===== src/rtl/bsel_pkg.sv =====
package bsel_pkg;
  localparam int unsigned ADDR_W     = 32;
  localparam int unsigned CNT_W      = 16;
  localparam int unsigned LCODE_W    = 3;
  localparam int unsigned BFIELD_W   = 2;
  localparam int unsigned BCODE_W    = BFIELD_W + 1;

  typedef struct packed {
    logic [CNT_W-1:0] bytes;
    logic             line_cmd;
  } choice_t;
endpackage


===== src/rtl/bsel_rst_sync.sv =====
module bsel_rst_sync (
  input  logic clk,
  input  logic rst_n,
  output logic rst_sync_n
);
  logic s0_q, s1_q;

  always_ff @(posedge clk or negedge rst_n) begin
    if (!rst_n) begin
      s0_q <= 1'b0;
      s1_q <= 1'b0;
    end else begin
      s0_q <= 1'b1;
      s1_q <= s0_q;
    end
  end

  assign rst_sync_n = s1_q;
endmodule


===== src/rtl/bsel_geometry.sv =====
module bsel_geometry #(
  parameter int unsigned CW  = 16,
  parameter int unsigned LW  = 3,
  parameter int unsigned BFW = 2
) (
  input  logic [LW-1:0]  line_code,
  input  logic [BFW-1:0] burst_field,
  input  logic           burst_ext,
  output logic [CW-1:0]  line_bytes,
  output logic [CW-1:0]  ceil_bytes
);
  localparam int unsigned BCW = BFW + 1;
  logic [BCW-1:0] bcode;
  logic [LW-1:0]  lshift;

  always_comb begin
    bcode  = {burst_ext, burst_field};
    lshift = line_code - LW'(1);
    if (line_code == '0) line_bytes = '0;
    else                 line_bytes = CW'(4) << lshift;
    ceil_bytes = CW'(8) << bcode;
  end
endmodule


===== src/rtl/bsel_tracker.sv =====
module bsel_tracker #(
  parameter int unsigned AW = 32,
  parameter int unsigned CW = 16
) (
  input  logic          clk,
  input  logic          rst_n,
  input  logic          start,
  input  logic [AW-1:0] start_addr,
  input  logic [CW-1:0] start_bytes,
  input  logic          xfer,
  input  logic [CW-1:0] xfer_bytes,
  output logic [AW-1:0] addr_q,
  output logic [CW-1:0] rem_q
);
  logic [AW-1:0] addr_d;
  logic [CW-1:0] rem_d;
  logic          upd_en;

  always_comb begin
    upd_en = start | xfer;
    addr_d = addr_q;
    rem_d  = rem_q;
    if (start) begin
      addr_d = start_addr;
      rem_d  = start_bytes;
    end else if (xfer) begin
      addr_d = addr_q + AW'(xfer_bytes);
      rem_d  = (xfer_bytes >= rem_q) ? '0 : rem_q - xfer_bytes;
    end
  end

  always_ff @(posedge clk or negedge rst_n) begin
    if (!rst_n) begin
      addr_q <= '0;
      rem_q  <= '0;
    end else if (upd_en) begin
      addr_q <= addr_d;
      rem_q  <= rem_d;
    end
  end

  // without a load the count never grows
  p_rem_no_grow_r9: assert property (@(posedge clk) disable iff (!rst_n)
    !start |=> rem_q <= $past(rem_q));

  // idle cycles leave the address alone
  p_addr_idle_r9: assert property (@(posedge clk) disable iff (!rst_n)
    (!start && !xfer) |=> $stable(addr_q));
endmodule


===== src/rtl/bsel_chooser.sv =====
module bsel_chooser #(
  parameter int unsigned CW = 16
) (
  input  logic [CW-1:0]      addr_lo,
  input  logic [CW-1:0]      rem,
  input  logic [CW-1:0]      line_bytes,
  input  logic [CW-1:0]      ceil_bytes,
  output bsel_pkg::choice_t  pick
);
  logic [CW-1:0] eff_ceil, lim, off, to_bnd, lmask;

  always_comb begin
    lmask    = line_bytes - CW'(1);
    eff_ceil = (ceil_bytes > line_bytes) ? ceil_bytes : line_bytes;
    lim      = (rem < eff_ceil) ? rem : eff_ceil;
    off      = addr_lo & lmask;
    to_bnd   = line_bytes - off;
    pick.bytes    = '0;
    pick.line_cmd = 1'b0;
    if (rem == '0) begin
      pick.bytes = '0;
    end else if (line_bytes == '0) begin
      pick.bytes = (rem < ceil_bytes) ? rem : ceil_bytes;
    end else if (off != '0) begin
      pick.bytes = (rem < to_bnd) ? rem : to_bnd;
    end else if (rem < line_bytes) begin
      pick.bytes = rem;
    end else begin
      pick.bytes    = lim & ~lmask;
      pick.line_cmd = 1'b1;
    end
  end
endmodule


===== src/rtl/clmult_burst_sel.sv =====
module clmult_burst_sel #(
  parameter int unsigned AW  = bsel_pkg::ADDR_W,
  parameter int unsigned CW  = bsel_pkg::CNT_W,
  parameter int unsigned LW  = bsel_pkg::LCODE_W,
  parameter int unsigned BFW = bsel_pkg::BFIELD_W
) (
  input  logic           clk,
  input  logic           rst_n,
  input  logic [LW-1:0]  cfg_line_code_i,
  input  logic [BFW-1:0] cfg_burst_field_i,
  input  logic           cfg_burst_ext_i,
  input  logic           start_i,
  input  logic [AW-1:0]  start_addr_i,
  input  logic [CW-1:0]  start_bytes_i,
  input  logic           req_i,
  input  logic           xfer_i,
  input  logic [CW-1:0]  xfer_bytes_i,
  output logic           sel_valid_o,
  output logic [CW-1:0]  sel_bytes_o,
  output logic           sel_line_cmd_o,
  output logic [CW-1:0]  rem_bytes_o,
  output logic [AW-1:0]  cur_addr_o
);
  import bsel_pkg::*;

  logic          rst_sync_n;
  logic [CW-1:0] line_bytes, ceil_bytes;
  logic [AW-1:0] addr_q;
  logic [CW-1:0] rem_q;
  choice_t       pick, pick_q, pick_d;
  logic          valid_q;

  bsel_rst_sync u_rst (.clk(clk), .rst_n(rst_n), .rst_sync_n(rst_sync_n));

  bsel_geometry #(.CW(CW), .LW(LW), .BFW(BFW)) u_geo (
    .line_code(cfg_line_code_i), .burst_field(cfg_burst_field_i),
    .burst_ext(cfg_burst_ext_i), .line_bytes(line_bytes), .ceil_bytes(ceil_bytes));

  bsel_tracker #(.AW(AW), .CW(CW)) u_trk (
    .clk(clk), .rst_n(rst_sync_n), .start(start_i), .start_addr(start_addr_i),
    .start_bytes(start_bytes_i), .xfer(xfer_i), .xfer_bytes(xfer_bytes_i),
    .addr_q(addr_q), .rem_q(rem_q));

  bsel_chooser #(.CW(CW)) u_cho (
    .addr_lo(addr_q[CW-1:0]), .rem(rem_q), .line_bytes(line_bytes),
    .ceil_bytes(ceil_bytes), .pick(pick));

  always_comb begin
    pick_d = req_i ? pick : pick_q;
  end

  always_ff @(posedge clk or negedge rst_sync_n) begin
    if (!rst_sync_n) begin
      valid_q <= 1'b0;
      pick_q  <= '0;
    end else begin
      valid_q <= req_i;
      pick_q  <= pick_d;
    end
  end

  assign sel_valid_o    = valid_q;
  assign sel_bytes_o    = pick_q.bytes;
  assign sel_line_cmd_o = pick_q.line_cmd;
  assign rem_bytes_o    = rem_q;
  assign cur_addr_o     = addr_q;

  // a decision follows every request by one clock
  p_valid_after_req_r1: assert property (@(posedge clk) disable iff (!rst_sync_n)
    req_i |=> sel_valid_o);
  p_valid_quiet_r1: assert property (@(posedge clk) disable iff (!rst_sync_n)
    !req_i |=> !sel_valid_o);
  // a burst never exceeds the bytes still to go
  p_cap_rem_r3: assert property (@(posedge clk) disable iff (!rst_sync_n)
    pick.bytes <= rem_q);
  // a flagged burst is a whole number of lines from an aligned address
  p_flag_lines_r3: assert property (@(posedge clk) disable iff (!rst_sync_n)
    pick.line_cmd |-> (line_bytes != '0) && ((pick.bytes & (line_bytes - CW'(1))) == '0)
                      && ((addr_q[CW-1:0] & (line_bytes - CW'(1))) == '0));
  // nothing left means an empty, unflagged decision
  p_empty_r8: assert property (@(posedge clk) disable iff (!rst_sync_n)
    (rem_q == '0) |-> (pick.bytes == '0) && !pick.line_cmd);
  // data left always yields progress
  p_progress_r5: assert property (@(posedge clk) disable iff (!rst_sync_n)
    (rem_q != '0) |-> (pick.bytes != '0));
endmodule


===== config.mk =====
export PLATFORM = sky130hd
export DESIGN_NAME = clmult_burst_sel
export DESIGN_NICKNAME = d
export VERILOG_FILES = /design/src/rtl/bsel_pkg.sv /design/src/rtl/bsel_rst_sync.sv /design/src/rtl/bsel_geometry.sv /design/src/rtl/bsel_tracker.sv /design/src/rtl/bsel_chooser.sv /design/src/rtl/clmult_burst_sel.sv
export SDC_FILE = /design/constraint.sdc
export NUM_CORES = 1
export LEC_CHECK = 0
export BUFFER_PORTS_ARGS = -buffer_cell sky130_fd_sc_hd__buf_2
export CAP_MARGIN = 20
export CORE_ASPECT_RATIO = 1.1
export CORE_MARGIN = 8
export CORE_UTILIZATION = 40
export CTS_CLUSTER_DIAMETER = 50
export CTS_CLUSTER_SIZE = 10
export DETAILED_ROUTE_END_ITERATION = 10
export GPL_TIMING_DRIVEN = 0
export RECOVER_POWER = 50
export REMOVE_ABC_BUFFERS = 1
export SLEW_MARGIN = 10
export SYNTH_ARGS = -nofsm -noshare
export SYNTH_HDL_FRONTEND = slang
export SYNTH_SLANG_ARGS = --single-unit

===== constraint.sdc =====
create_clock -name clk -period 1.9 [get_ports clk]
set_clock_uncertainty 0.05 [all_clocks]
set_input_delay 0.38 -clock clk [delete_from_list [all_inputs] [get_ports clk]]
set_output_delay 0.38 -clock clk [all_outputs]
set_load 0.1 [all_outputs]

### Yosys cells after proc, flatten, opt, wreduce, memory -nomap -nowiden

Index checks and enable logic that the tools add are counted.

| word-level totals | value |
|---|---|
| register bits after elaboration | 68 |
| input bits | 75 |
| output and inout port bits | 66 |
| word-level logic and storage cells | 48 |

| operators by class | value |
|---|---|
| add/sub/neg operators | 5 |
| order comparisons | 6 |
| shifts and indexed selects | 2 |
| muxes and demuxes | 18 |
| bitwise gates (word level) | 4 |
| reduce and logical (&&, ||, !) cells | 6 |

Operator list:

| operator | count |
|---|---|
| 16-bit 2-to-1 mux | 12 |
| 16-bit < comparator | 4 |
| 32-bit 2-to-1 mux | 2 |
| 32-bit by 16-bit adder with 32-bit output | 1 |
| 16-bit AND | 2 |
| 16-bit zero test | 2 |
| 16-bit subtractor | 2 |
| 16-bit >= comparator | 1 |
| 16-bit greater-than comparator | 1 |
| 16-bit inverter | 1 |
| 16-bit nonzero test | 1 |
| 3-bit by 3-bit << shifter with 16-bit output, first input constant | 1 |
| 4-bit by 3-bit << shifter with 16-bit output, first input constant | 1 |
| 16-bit by 1-bit subtractor with 16-bit output, second input constant | 1 |
| 1-bit 2-to-1 mux | 4 |
| 3-bit zero test | 1 |
| 3-bit by 1-bit subtractor with 3-bit output, second input constant | 1 |
| 2-bit AND reduction | 1 |
| 2-bit nonzero test | 1 |
| 1-bit OR | 1 |

### Longest topological paths before layout

Gate-level depths: netlist of the first run.

| depth | value |
|---|---|
| depth in word-level cells | 12 |
| mapped depth | 23 |

### Cells and area by module

A second synthesis of the first run with hierarchy kept.

| unflattened totals | value |
|---|---|
| cell total of the unflattened synthesis | 1196 |
| area total of the unflattened synthesis | 9397.8 um^2 |

Modules (own cells, without submodules):

| module | instances | cells each | area an instance (um^2) |
|---|---|---|---|
| bsel_chooser | 1 | 661 | 4558.1 |
| bsel_tracker | 1 | 462 | 3823.7 |
| clmult_burst_sel | 1 | 37 | 710.7 |
| bsel_geometry | 1 | 33 | 251.5 |
| bsel_rst_sync | 1 | 3 | 53.8 |

### Worst setup path after synthesis of the first run

Ideal clock, no wire load.

| timing path | value |
|---|---|
| path kind | input to register |
| from | in cfg_line_code_i[2] |
| to | reg pick_q, in the netlist sel_bytes_o[8] |
| library setup time | 0.126 ns |
| data arrival time | 4.909 ns |
| data required time | 1.724 ns |
| path slack | -3.186 ns |
| stages on the path | 21 |
| buffers on the path | 3 |
| path through | buf_2 buf_2 buf_2 nor3b_1 inv_1 ha_1 nand2b_1 a21oi_1 a2bb2oi_1 o21bai_1 a41oi_1 a21oi_1 o21a_1 or2_1 ha_1 and4_1 a221oi_1 a21oi_2 nand2b_4 o221a_1 a221o_1 |

| on the way | value |
|---|---|
| longest elaborated chain between the ends | 12 |
| elaborated cells on any way between the ends | 22 |
| classes of those cells | add/sub (3); order compare (4); shift (1); mux (8); bitwise (3); reduce/logical (3) |

Ends and longest elaborated chain:

| element | line | text |
|---|---|---|
| start, declared | clmult_burst_sel.sv:9 | `input logic [LW-1:0] cfg_line_code_i,` |
| 3-bit by 1-bit subtractor with 3-bit output | bsel_geometry.sv:18 | `lshift = line_code - LW'(1);` |
| 3-bit by 3-bit << shifter with 16-bit output | bsel_geometry.sv:20 | `else line_bytes = CW'(4) << lshift;` |
| 16-bit 2-to-1 mux * | bsel_geometry.sv:19 | `if (line_code == '0) line_bytes = '0;` |
| parallel branches: the longest is 7 deep, another holds 16-bit by 1-bit subtractor with 16-bit output | -- |  |
| 16-bit 2-to-1 mux * | bsel_chooser.sv:22 | `end else if (line_bytes == '0) begin` |
| 16-bit 2-to-1 mux * | bsel_chooser.sv:20 | `if (rem == '0) begin` |
| end signal, assigned | clmult_burst_sel.sv:58 | `pick_q <= pick_d;` |
| end, declared | clmult_burst_sel.sv:30 | `choice_t pick, pick_q, pick_d;` |

Every way passes the cells marked *.
A chain may end at the register's enable or synchronous reset.

### Worst setup path in the final report of the first run

| timing path | value |
|---|---|
| from | in cfg_line_code_i[0] |
| to | reg pick_q, in the netlist sel_bytes_o[4] |

The elaborated chain is that of the path after synthesis.

==> reports/metrics.csv, run 1 <==
metric;value;unit
pwr dens;894;mW/mm²
CTS Buf Count;9;
DRC errors left;0;
type of the most critical hold path;reg2async;
Tot GR Track Use;23.5;%
reg2reg end;sel_bytes_o[3]$_DFFE_PN0P_;
port buffer count;140;
FF/Latch Area;0.00172;mm²
Post-Syn Instances;904;
min Tclk post-route;4.05;ns
predominant post-synthesis flop cell;dfrtp_1;
Worst VDD drop;0.690;mV
Setup crit end kind;flip-flop;
Max Cap Viol;0;
die area;0.0228;mm²
largest net degree at the start of global routing;98;
Core Region;0.0178;mm²
Synth-to-Final Area Change;46.0;%
crit path kind;in2reg;
most area-consuming cells after synthesis;dfrtp_1 (23%), ha_1 (14%), o21ai_0 (5.1%);
clock transition at the registers of the reported paths;0.07;ns
critical path endpoint;sel_bytes_o[4]$_DFFE_PN0P_;
Initial Utilization;41.0;%
post-route ant nets;0;
CTS tree;built;
WL per Instance;20.5;µm
r2r setup slk;-2.05;ns
mux contribution to synthesized area;3.35;%
RSZ-0062 raised after global routing;true;
vias in the first global route;8092;
final worst slack;-2.15;ns
Via Count;8224;
Max FO, Critical Path;7;
critical path launch point type;input port;
violated checks;setup timing;
Synth Area in Compound Gates;26.6;%
Rel. slew slack;37.0;%
FF-to-FF Start;u_trk.addr_q[6]$_DFFE_PN0P_;
row count;51;
Post-DP HPWL;18600;µm
leakage;4.89;nW
Final TNS setup;-66.69;ns
ANT cells;0;
Net count, final;1302;
cell taking the most area after synthesis;dfrtp_1;
Multi-input gate area;0.00623;mm²
final slew viol count;0;
Async SR Flop Fraction;100;%
part of the cycle the worst path needs;213;%
antenna violations before repair;1;
commonest non-fill, non-tap cell in the layout;buf_2;
xor/xnor cell area share of the yosys netlist;5.53;%
area share of the largest cell type after synthesis;23.3;%
status;complete, but fails checks;
Synth cell types;80;
Hold Fails Final Rpt;0;
root buffer cell;clkbuf_16;
total detailed-routing wirelength;28400;µm
die width;145;µm
Fillers;1556;
worst r2r path cells;17;
WP data required;2.14;ns
first-pass GRT wire length;41800;µm
Fmax;247;MHz
initial detailed-routing violation count;617;
htree depth;3;
#FFs+latches synth;68;
IO Pins;141;
worst skew pair latency;0.35;ns
clk sinks;68;
arrival time worst endpoint;4.29;ns
register area share after synthesis;23.3;%
number of synthesized flops with an enable pin;0;
Final GP Congestion;0.891;
synth warn;0;
main combinational cell family by area after synthesis;compound AO/OA/AOI/OAI gates;
Die Y;158;µm
DP Worst Slack;-4.02;ns
DR pass1 iterations;5;
Worst Tran Pin Value;0.945;ns
CTS max path bufs;2;
count of final setup violators;61;
Synth Area in Adders;14.8;%
DR vias/cell;5.93;
layout cells sized above 1;39.0;%
simple logic cell fraction of the synthesized area;21.3;%
most frequent cells in the layout;buf_2 (125), buf_4 (93), nand2_1 (85);
synthesized area per cell;8.06;µm²
GRT overflow;0;
Critical Path Source;cfg_line_code_i[0];
Syn Std Cell Area;0.00729;mm²
[synthesized netlist by cell type, drive strengths merged, types with 8 or more instances]
cell type / number
nand2: 95
ha: 82
o21ai: 74
dfrtp: 68
a21oi: 63
nor2: 56
inv: 54
xor2: 26
nand3: 25
clkbuf: 23
a221o: 21
mux2i: 21
xnor2: 20
nor3b: 18
nor3: 17
a21o: 16
nor2b: 16
nand2b: 15
buf: 13
nand4: 12
a31oi: 10
and2: 10
a211oi: 9
and3: 9
o211ai: 9
o21a: 8
[worst min path at each step]
stage / from / endpoint / slack (ns) / cells after the start
6_report: u_rst.rst_sync_n$_DFF_PN0_ / u_trk.addr_q[7]$_DFFE_PN0P_ / 0.17 / 0
2_1_floorplan: rst_n / u_rst.rst_sync_n$_DFF_PN0_ / 0.03 / 0
3_5_place_dp: rst_n / u_rst.s0_q$_DFF_PN0_ / 0.12 / 1
4_1_cts: u_rst.rst_sync_n$_DFF_PN0_ / u_trk.addr_q[6]$_DFFE_PN0P_ / 0.14 / 0
5_1_grt: start_addr_i[2] / u_trk.addr_q[2]$_DFFE_PN0P_ / 0.18 / 3
3_3_place_gp: rst_n / u_rst.s0_q$_DFF_PN0_ / 0.12 / 1
[power by group]
part           leakage [nW]  switching (W)  internal (W)  total (W)
combinational          3.92        0.00364       0.00197    0.00560
clock                 0.149       0.000797       0.00104    0.00184
sequential            0.821       0.000405       0.00167    0.00207
total                  4.89        0.00484       0.00468    0.00952
[cell families after synthesis]
kind of cell	Yosys count
other cells	1
flops	68
simple gates	304
fa+ha+maj	85
buf+inv	90
compound gates	286
mux	24
xor+xnor	46
[worst max-delay path: stages]
cell,delay (ns)
buf_16,0.11
buf_4,0.13
buf_6,0.12
buf_4,0.16
or2_4,0.27
a21boi_0,0.34
nor3_2,0.09
a211o_1,0.35
and2_4,0.21
nor2b_4,0.15
xnor2_2,0.15
ha_1,0.33
and4_4,0.26
o211ai_1,0.09
buf_4,0.16
a21oi_4,0.20
buf_4,0.15
mux2_4,0.30
a211oi_2,0.20
a221o_1,0.13
[area by class of cell]
type / count / area share [%]
flip-flops and latches: 68 / 16.2
well taps: 238 / 2.80
inverters: 54 / 1.90
repair buffers: 260 / 17.7
clock inverters: 7 / 0.787
clock buffers: 9 / 2.12
multi-input cells: 750 / 58.5
[per-layer routing]
| metal | GRT usage, % | vias to the layer above | wire (µm) | share of wire, % |
|---|---|---|---|---|
| met2 | 39.6 | 357 | 13900 | 49 |
| li1 | - | 3850 | - | - |
| met1 | 27.7 | 3917 | 11300 | 40 |
| met3 | 4.70 | 98 | 1920 | 6.7 |
| met5 | 0 | - | 8 | 0.028 |
| met4 | 12.0 | 2 | 1230 | 4.3 |
[state kept, by name, indices dropped and copies added (netlist names)]
signal and cells:
u_trk.rem_q 16, sel_line_cmd_o 1, u_rst.rst_sync_n 1, sel_valid_o 1, u_trk.addr_q 32, sel_bytes_o 16
u_rst.s0_q 1
[per-stage QoR]
stage	cell area [µm²]	total power (W)	hold WS, ns	util, %	instances
floorplan	7130	0.00534	0.0344	-	870
global placement	8130	0.00637	0.117	45.7	1248
detailed placement	8170	0.00641	0.117	45.9	1250
CTS	9740	0.00893	0.137	54.7	1336
global route	10600	0.00997	0.184	59.8	1386
finish	10600	0.00952	0.173	59.8	1386
[what timing repair did]
item,in CTS,in global routing
resized for setup,187,120
cloned,5,0
hold endpoints to repair,2,0
setup endpoints to repair,70,63
setup buffers,64,51
pin swaps,64,75
hold buffers,1,0
Note: power is estimated with default switching activity, not from simulation.
==> run 2, diff against run 1 <==
- BUFFER_PORTS_ARGS: -buffer_cell sky130_fd_sc_hd__buf_2 -> -buffer_cell sky130_fd_sc_hd__buf_4
==> run 2 against run 1 <==
The run still ends with setup timing left; setup slack improved by 0.072 ns; die area stayed put; critical path depth is 2 lower; utilization fell by 1.1 points; final cell count fell by 2.7%; count of clock-buffer cells in the layout unchanged; final area is 1.9% lower; fmax up 1.8%; sequential cell count stayed put; wire length shrank 3.2%; non-clock buffer count down 38; critical path type unchanged; largest cell class unchanged.
==> reports/metrics.csv, run 2 (same netlist as run 1, synthesis figures left out) <==
metric;value;unit;change
count of final setup violators;60;;-1.6%
Max FO, Critical Path;7;;unchanged
antenna violations before repair;0;;-1
type of the most critical hold path;reg2async;;
arrival time worst endpoint;4.16;ns;-0.13 ns
Largest register FFs;32;;unchanged
min Tclk post-route;3.98;ns;-0.0721 ns
part of the cycle the worst path needs;209;%;-3.8 points
Hold Fails Final Rpt;0;;unchanged
Setup crit end kind;flip-flop;;
DRC errors left;0;;unchanged
total detailed-routing wirelength;27500;µm;-3.2%
Rel. slew slack;36.8;%;-0.17 points
final worst slack;-2.08;ns;+0.0721 ns
Die Y;158;µm;unchanged
worst skew pair latency;0.35;ns;about the same
WL per Instance;20.4;µm;-0.47%
layout cells sized above 1;35.5;%;-3.5 points
Fmax;252;MHz;+1.8%
port buffer count;140;;unchanged
Final TNS setup;-64.77;ns;+1.92 ns
die area;0.0228;mm²;unchanged
CTS max path bufs;2;;unchanged
Max Cap Viol;0;;unchanged
post-route ant nets;0;;unchanged
Tot GR Track Use;23.7;%;+0.26 points
Worst Tran Pin Value;0.947;ns;+0.00255 ns
clk sinks;68;;unchanged
Final GP Congestion;0.907;;+1.8%
placed cells;1250;;unchanged
WP data required;2.08;ns;-0.06 ns
largest net degree at the start of global routing;98;;unchanged
IO Pins;141;;unchanged
htree depth;3;;unchanged
pwr dens;910;mW/mm²;+1.9%
Hold WS;0.137;ns;-0.0366 ns
most flop-heavy register;u_trk.addr_q;;
Synth-to-Final Area Change;43.2;%;
Non-Filler Instances;1348;;-2.7%
most frequent cells in the layout;buf_4 (198), nand2_1 (85), ha_1 (72);;
commonest non-fill, non-tap cell in the layout;buf_4;;
CTS tree;built;;
Core Region;0.0178;mm²;unchanged
final slew viol count;0;;unchanged
Net count, final;1264;;-2.9%
CTS Buf Count;9;;unchanged
ANT cells;0;;unchanged
Initial Utilization;41.0;%;unchanged
DR vias/cell;5.93;;-0.13%
row count;51;;unchanged
DR pass1 iterations;5;;unchanged
violated checks;setup timing;;
root buffer cell;clkbuf_16;;
RSZ-0062 raised after global routing;true;;
leakage;4.73;nW;-3.2%
clock transition at the registers of the reported paths;0.06;ns;about the same
crit path kind;in2reg;;
Via Count;7988;;-2.9%
first-pass GRT wire length;42200;µm;+0.91%
Worst VDD drop;0.505;mV;-27%
critical path launch point type;input port;;
initial detailed-routing violation count;515;;-17%
die width;145;µm;unchanged
GRT overflow;0;;unchanged
status;complete, but fails checks;;
Fillers;1615;;+3.8%
vias in the first global route;7939;;-1.9%
Post-DP HPWL;18800;µm;+1.1%
run 2: timing repair:
| action | CTS | global route |
|---|---|---|
| gates cloned | 5 | 0 |
| buffers inserted | 54 | 23 |
| hold buffers | 1 | 0 |
| endpoints found under the setup margin | 61 | 62 |
| endpoints found under the hold margin | 2 | 0 |
| resized for setup | 180 | 70 |
| pin swaps | 62 | 43 |
run 2: final timing paths:
check                                            start                      endpoint  slack (ns)  depth (start not counted)
setup / recovery                    cfg_line_code_i[0]    sel_bytes_o[8]$_DFFE_PN0P_       -2.08                         18
hold / removal              u_rst.rst_sync_n$_DFF_PN0_   u_trk.addr_q[5]$_DFFE_PN0P_        0.14                          0
setup reg to reg           u_trk.addr_q[1]$_DFFE_PN0P_    sel_bytes_o[8]$_DFFE_PN0P_       -2.02                         15
hold reg to reg             u_rst.rst_sync_n$_DFF_PN0_   u_trk.addr_q[5]$_DFFE_PN0P_        0.14                          0
max in group asynchronous   u_rst.rst_sync_n$_DFF_PN0_    u_trk.rem_q[0]$_DFFE_PN0P_        0.36                          1
min in group clk                      start_addr_i[16]  u_trk.addr_q[16]$_DFFE_PN0P_        0.19                          3
run 2: per-layer routing:
layer  up-vias  GRT usage, %  wire [µm]
met4         0          10.1       1140
met3        88          4.67       1880
met2       319          40.6      13400
met1      3818          28.3      11100
li1       3763             -          -
met5         -             0          0
run 2: area by class of cell:
type                    instances  area [µm²]  share of cell area, %
multi-input cells             750        6040                   57.8
well taps                     238         298                   2.85
repair buffers                222        1860                   17.8
flip-flops and latches         68        1720                   16.5
clock inverters                 7        98.8                  0.946
inverters                      54         203                   1.94
clock buffers                   9         225                   2.16
run 2: through the flow:
stage          util [%]  cell area, µm²  setup WS (ns)  total power [W]
2_1_floorplan         -            7130          -2.69          0.00534
4_1_cts            56.3           10000          -1.99          0.00919
5_1_grt            58.7           10400          -2.23           0.0100
3_5_place_dp       47.9            8520          -3.86          0.00658
6_report           58.7           10400          -2.08          0.00951
3_3_place_gp       47.6            8480          -3.85          0.00655
run 2: worst max-delay path: stages:
cell and delay (ns):
buf_16 0.12, nor3b_4 0.22, inv_2 0.10, ha_4 0.21
nand2_1 0.11, o2111ai_1 0.32, o21bai_4 0.31, a41oi_2 0.17
a21oi_2 0.18, mux2i_1 0.11, or2_1 0.21, ha_1 0.29
a21o_1 0.20, a221oi_4 0.40, a21oi_4 0.14, nand2b_4 0.17
o221a_1 0.22, a221o_1 0.29
run 2: power by group:
| group | switching, W | internal [W] | leakage [nW] |
|---|---|---|---|
| Combinational | 0.00355 | 0.00198 | 3.75 |
| Sequential | 0.000400 | 0.00167 | 0.820 |
| Clock | 0.000747 | 0.00116 | 0.156 |
| Total | 0.00470 | 0.00481 | 4.73 |
==> run 3, diff against run 2 <==
- ABC_AREA: default -> 1
==> run 3 against run 2 <==
The flow still finishes with violations (setup timing); synthesized cell count increased by 40%; die area increased by 7.0%; sequential cell count unchanged; sequential share of layout area decreased by 2.5 points; clock power decreased by 9%; largest power group unchanged; wire length increased by 26%; non-clock buffer count increased by 76; area after synthesis increased by 7.8%; highest routed layer unchanged.
==> reports/metrics.csv, run 3 <==
metric;value;unit;change
Multi-input gate area;0.00698;mm²;+16%
Async SR Flop Fraction;100;%;unchanged
Setup crit end kind;flip-flop;;
WP data required;2.09;ns;about the same
placed inst area;0.00920;mm²;+8.0%
pwr dens;992;mW/mm²;+8.9%
critical path endpoint;sel_bytes_o[7]$_DFFE_PN0P_;;
Net Sw Power;0.00659;W;+40%
area share of the largest cell type after synthesis;21.6;%;-1.7 points
Rel. slew slack;16.4;%;-20 points
Max FO, Critical Path;8;;+1
min Tclk post-route;3.34;ns;-0.638 ns
WL per Instance;19.2;µm;-5.9%
Post-DP HPWL;23500;µm;+25%
die area;0.0244;mm²;+7.0%
Final GP Congestion;0.944;;+4.0%
Initial Utilization;41.0;%;+0.068 points
initial detailed-routing violation count;741;;+44%
r2r setup slk;-1.41;ns;+0.61 ns
htree depth;3;;unchanged
DR vias/cell;5.52;;-6.9%
synth warn;0;;unchanged
CP most frequent cell;nand2_1;;
crit path kind;in2reg;;
largest net degree at the start of global routing;40;;-59%
reg2reg end;sel_bytes_o[15]$_DFFE_PN0P_;;
total detailed-routing wirelength;34600;µm;+26%
DRC errors left;0;;unchanged
Fmax;300;MHz;+19%
combinational share of power;68.2;%;+10 points
row count;53;;+3.9%
FF/Latch Area;0.00174;mm²;+0.87%
vias in the first global route;9858;;+24%
Critical Path Source;cfg_burst_field_i[1];;
Die Y;163;µm;+3.4%
Crit-path slowest cell;nor3_4;;
Flop pwr share;17.8;%;-4.0 points
FF-to-FF Start;u_trk.addr_q[0]$_DFFE_PN0P_;;
Fillers;1681;;+4.1%
Largest register FFs;32;;unchanged
worst r2r path cells;24;;+9
most frequent cells in the layout;nand2_1 (345), buf_4 (254), inv_1 (123);;
RSZ-0062 raised after global routing;true;;
commonest cells in the netlist;nand2_1 (408), inv_1 (141), nand3_1 (108);;
Hold Fails Final Rpt;0;;unchanged
#FFs+latches synth;68;;unchanged
most common cell in the netlist;nand2_1;;
Synth-to-Final Area Change;58.5;%;
die width;150;µm;+3.4%
final worst slack;-1.44;ns;+0.638 ns
status;complete, but fails checks;;
port buffer count;140;;unchanged
synthesized area per cell;6.20;µm²;-23%
Hold WS;0.129;ns;-0.00745 ns
count of final setup violators;62;;+3.3%
layout cells sized above 1;38.6;%;+3.1 points
CTS tree;built;;
first-pass GRT wire length;51900;µm;+23%
clk sinks;68;;unchanged
predominant post-synthesis flop cell;dfrtp_1;;
Pint;0.00576;W;+20%
ANT cells;0;;unchanged
clock power share;14.0;%;-6.0 points
post-route ant nets;0;;unchanged
final slew viol count;0;;unchanged
Core Region;0.0192;mm²;+7.6%
type of the most critical hold path;in2reg;;
Post-Syn Instances;1267;;+40%
root buffer cell;clkbuf_16;;
clock transition at the registers of the reported paths;0.06;ns;about the same
CTS Buf Count;9;;unchanged
Worst VDD drop;0.782;mV;+55%
antenna violations before repair;0;;unchanged
Worst Tran Pin Value;1.25;ns;+0.307 ns
leakage;6.15;nW;+30%
CTS max path bufs;2;;unchanged
IO Pins;141;;unchanged
Net count, final;1710;;+35%
worst skew pair latency;0.35;ns;about the same
Syn Std Cell Area;0.00786;mm²;+7.8%
commonest non-fill, non-tap cell in the layout;nand2_1;;
most area-consuming cells after synthesis;dfrtp_1 (22%), nand2_1 (19%), ha_1 (13%);;
arrival time worst endpoint;3.53;ns;-0.63 ns
DR pass1 iterations;5;;unchanged
part of the cycle the worst path needs;176;%;-34 points
Sw Share;53.4;%;+4.0 points
Synth cell types;47;;-41%
Tot GR Track Use;27.0;%;+3.3 points
cell taking the most area after synthesis;dfrtp_1;;
Max Cap Viol;0;;unchanged
GRT overflow;0;;unchanged
post-route cell area;0.0125;mm²;+19%
critical path launch point type;input port;;
Via Count;9950;;+25%
violated checks;setup timing;;
register area share after synthesis;21.6;%;-1.7 points
CP peak stage delay;0.33;ns;-0.07 ns
number of synthesized flops with an enable pin;0;;unchanged
most flop-heavy register;u_trk.addr_q;;
==> run 3: logic make-up after synthesis <==
logic type	after synthesis	synth area share [%]
fa+ha+maj	84	13.6
simple gates	678	36.6
flops	68	21.6
xor+xnor	27	3.01
other cells	1	0.0477
buf+inv	181	8.79
compound gates	228	16.4
==> run 3: area by class of cell <==
type	instances	share of cell area [%]
Timing Repair Buffer	298	20.1
Tap cell	247	2.48
Sequential cell	68	13.9
Clock inverter	6	0.512
Multi-Input combinational cell	1021	56.0
Clock buffer	10	1.84
Inverter	153	5.12
==> run 3: worst min-delay path by stage <==
stage	from	endpoint	depth (start not counted)	slack (ns)
2_1_floorplan	rst_n	u_rst.rst_sync_n$_DFF_PN0_	0	0.03
3_3_place_gp	rst_n	u_rst.s0_q$_DFF_PN0_	1	0.11
3_5_place_dp	rst_n	u_rst.s0_q$_DFF_PN0_	1	0.11
4_1_cts	req_i	sel_valid_o$_DFF_PN0_	1	0.1
5_1_grt	req_i	sel_valid_o$_DFF_PN0_	1	0.13
6_report	req_i	sel_valid_o$_DFF_PN0_	1	0.13
==> run 3: critical path, delay by kind of cell <==
family	cells	cell delay, ns
adders and majority gates	2	0.55
buffers and inverters	3	0.41
and+or+nand+nor	24	2.18
==> run 3: per-layer routing <==
layer  vias up  track usage, %  part of all wire, %
li1       4785               -                    -
met1      4659            30.1                   38
met5         -               0                    0
met2       374            47.2                   49
met4         0            15.6                  6.3
met3       132            5.23                  6.7
==> run 3: power groups by stage <==
| stage | Combinational, W | Clock [W] | Sequential (W) |
|---|---|---|---|
| 3_3_place_gp | 0.00603 | 0 | 0.00223 |
| 2_1_floorplan | 0.00264 | 0 | 0.00401 |
| 4_1_cts | 0.00766 | 0.00175 | 0.00220 |
| 3_5_place_dp | 0.00609 | 0 | 0.00222 |
| 6_report | 0.00842 | 0.00173 | 0.00220 |
| 5_1_grt | 0.00895 | 0.00180 | 0.00223 |
==> run 3: through the flow <==
stage               power (W)  cells  TNS [ns]  worst slack, ns  util [%]
CTS                    0.0116   1764    -30.04            -1.35      61.0
global placement      0.00826   1628   -243.29            -3.38      47.5
finish                 0.0124   1803    -39.75            -1.44      65.0
detailed placement    0.00831   1631    -82.35            -2.96      48.0
floorplan             0.00665   1241    -83.43            -1.91         -
global route           0.0130   1803    -47.57            -1.66      65.0
==> run 3: repair_timing <==
item	in CTS	in global routing
gates cloned	2	0
endpoints found under the hold margin	2	0
pin swaps	89	60
gates resized for setup	335	118
setup endpoints to repair	67	62
setup buffers	114	41
hold buffers	1	0
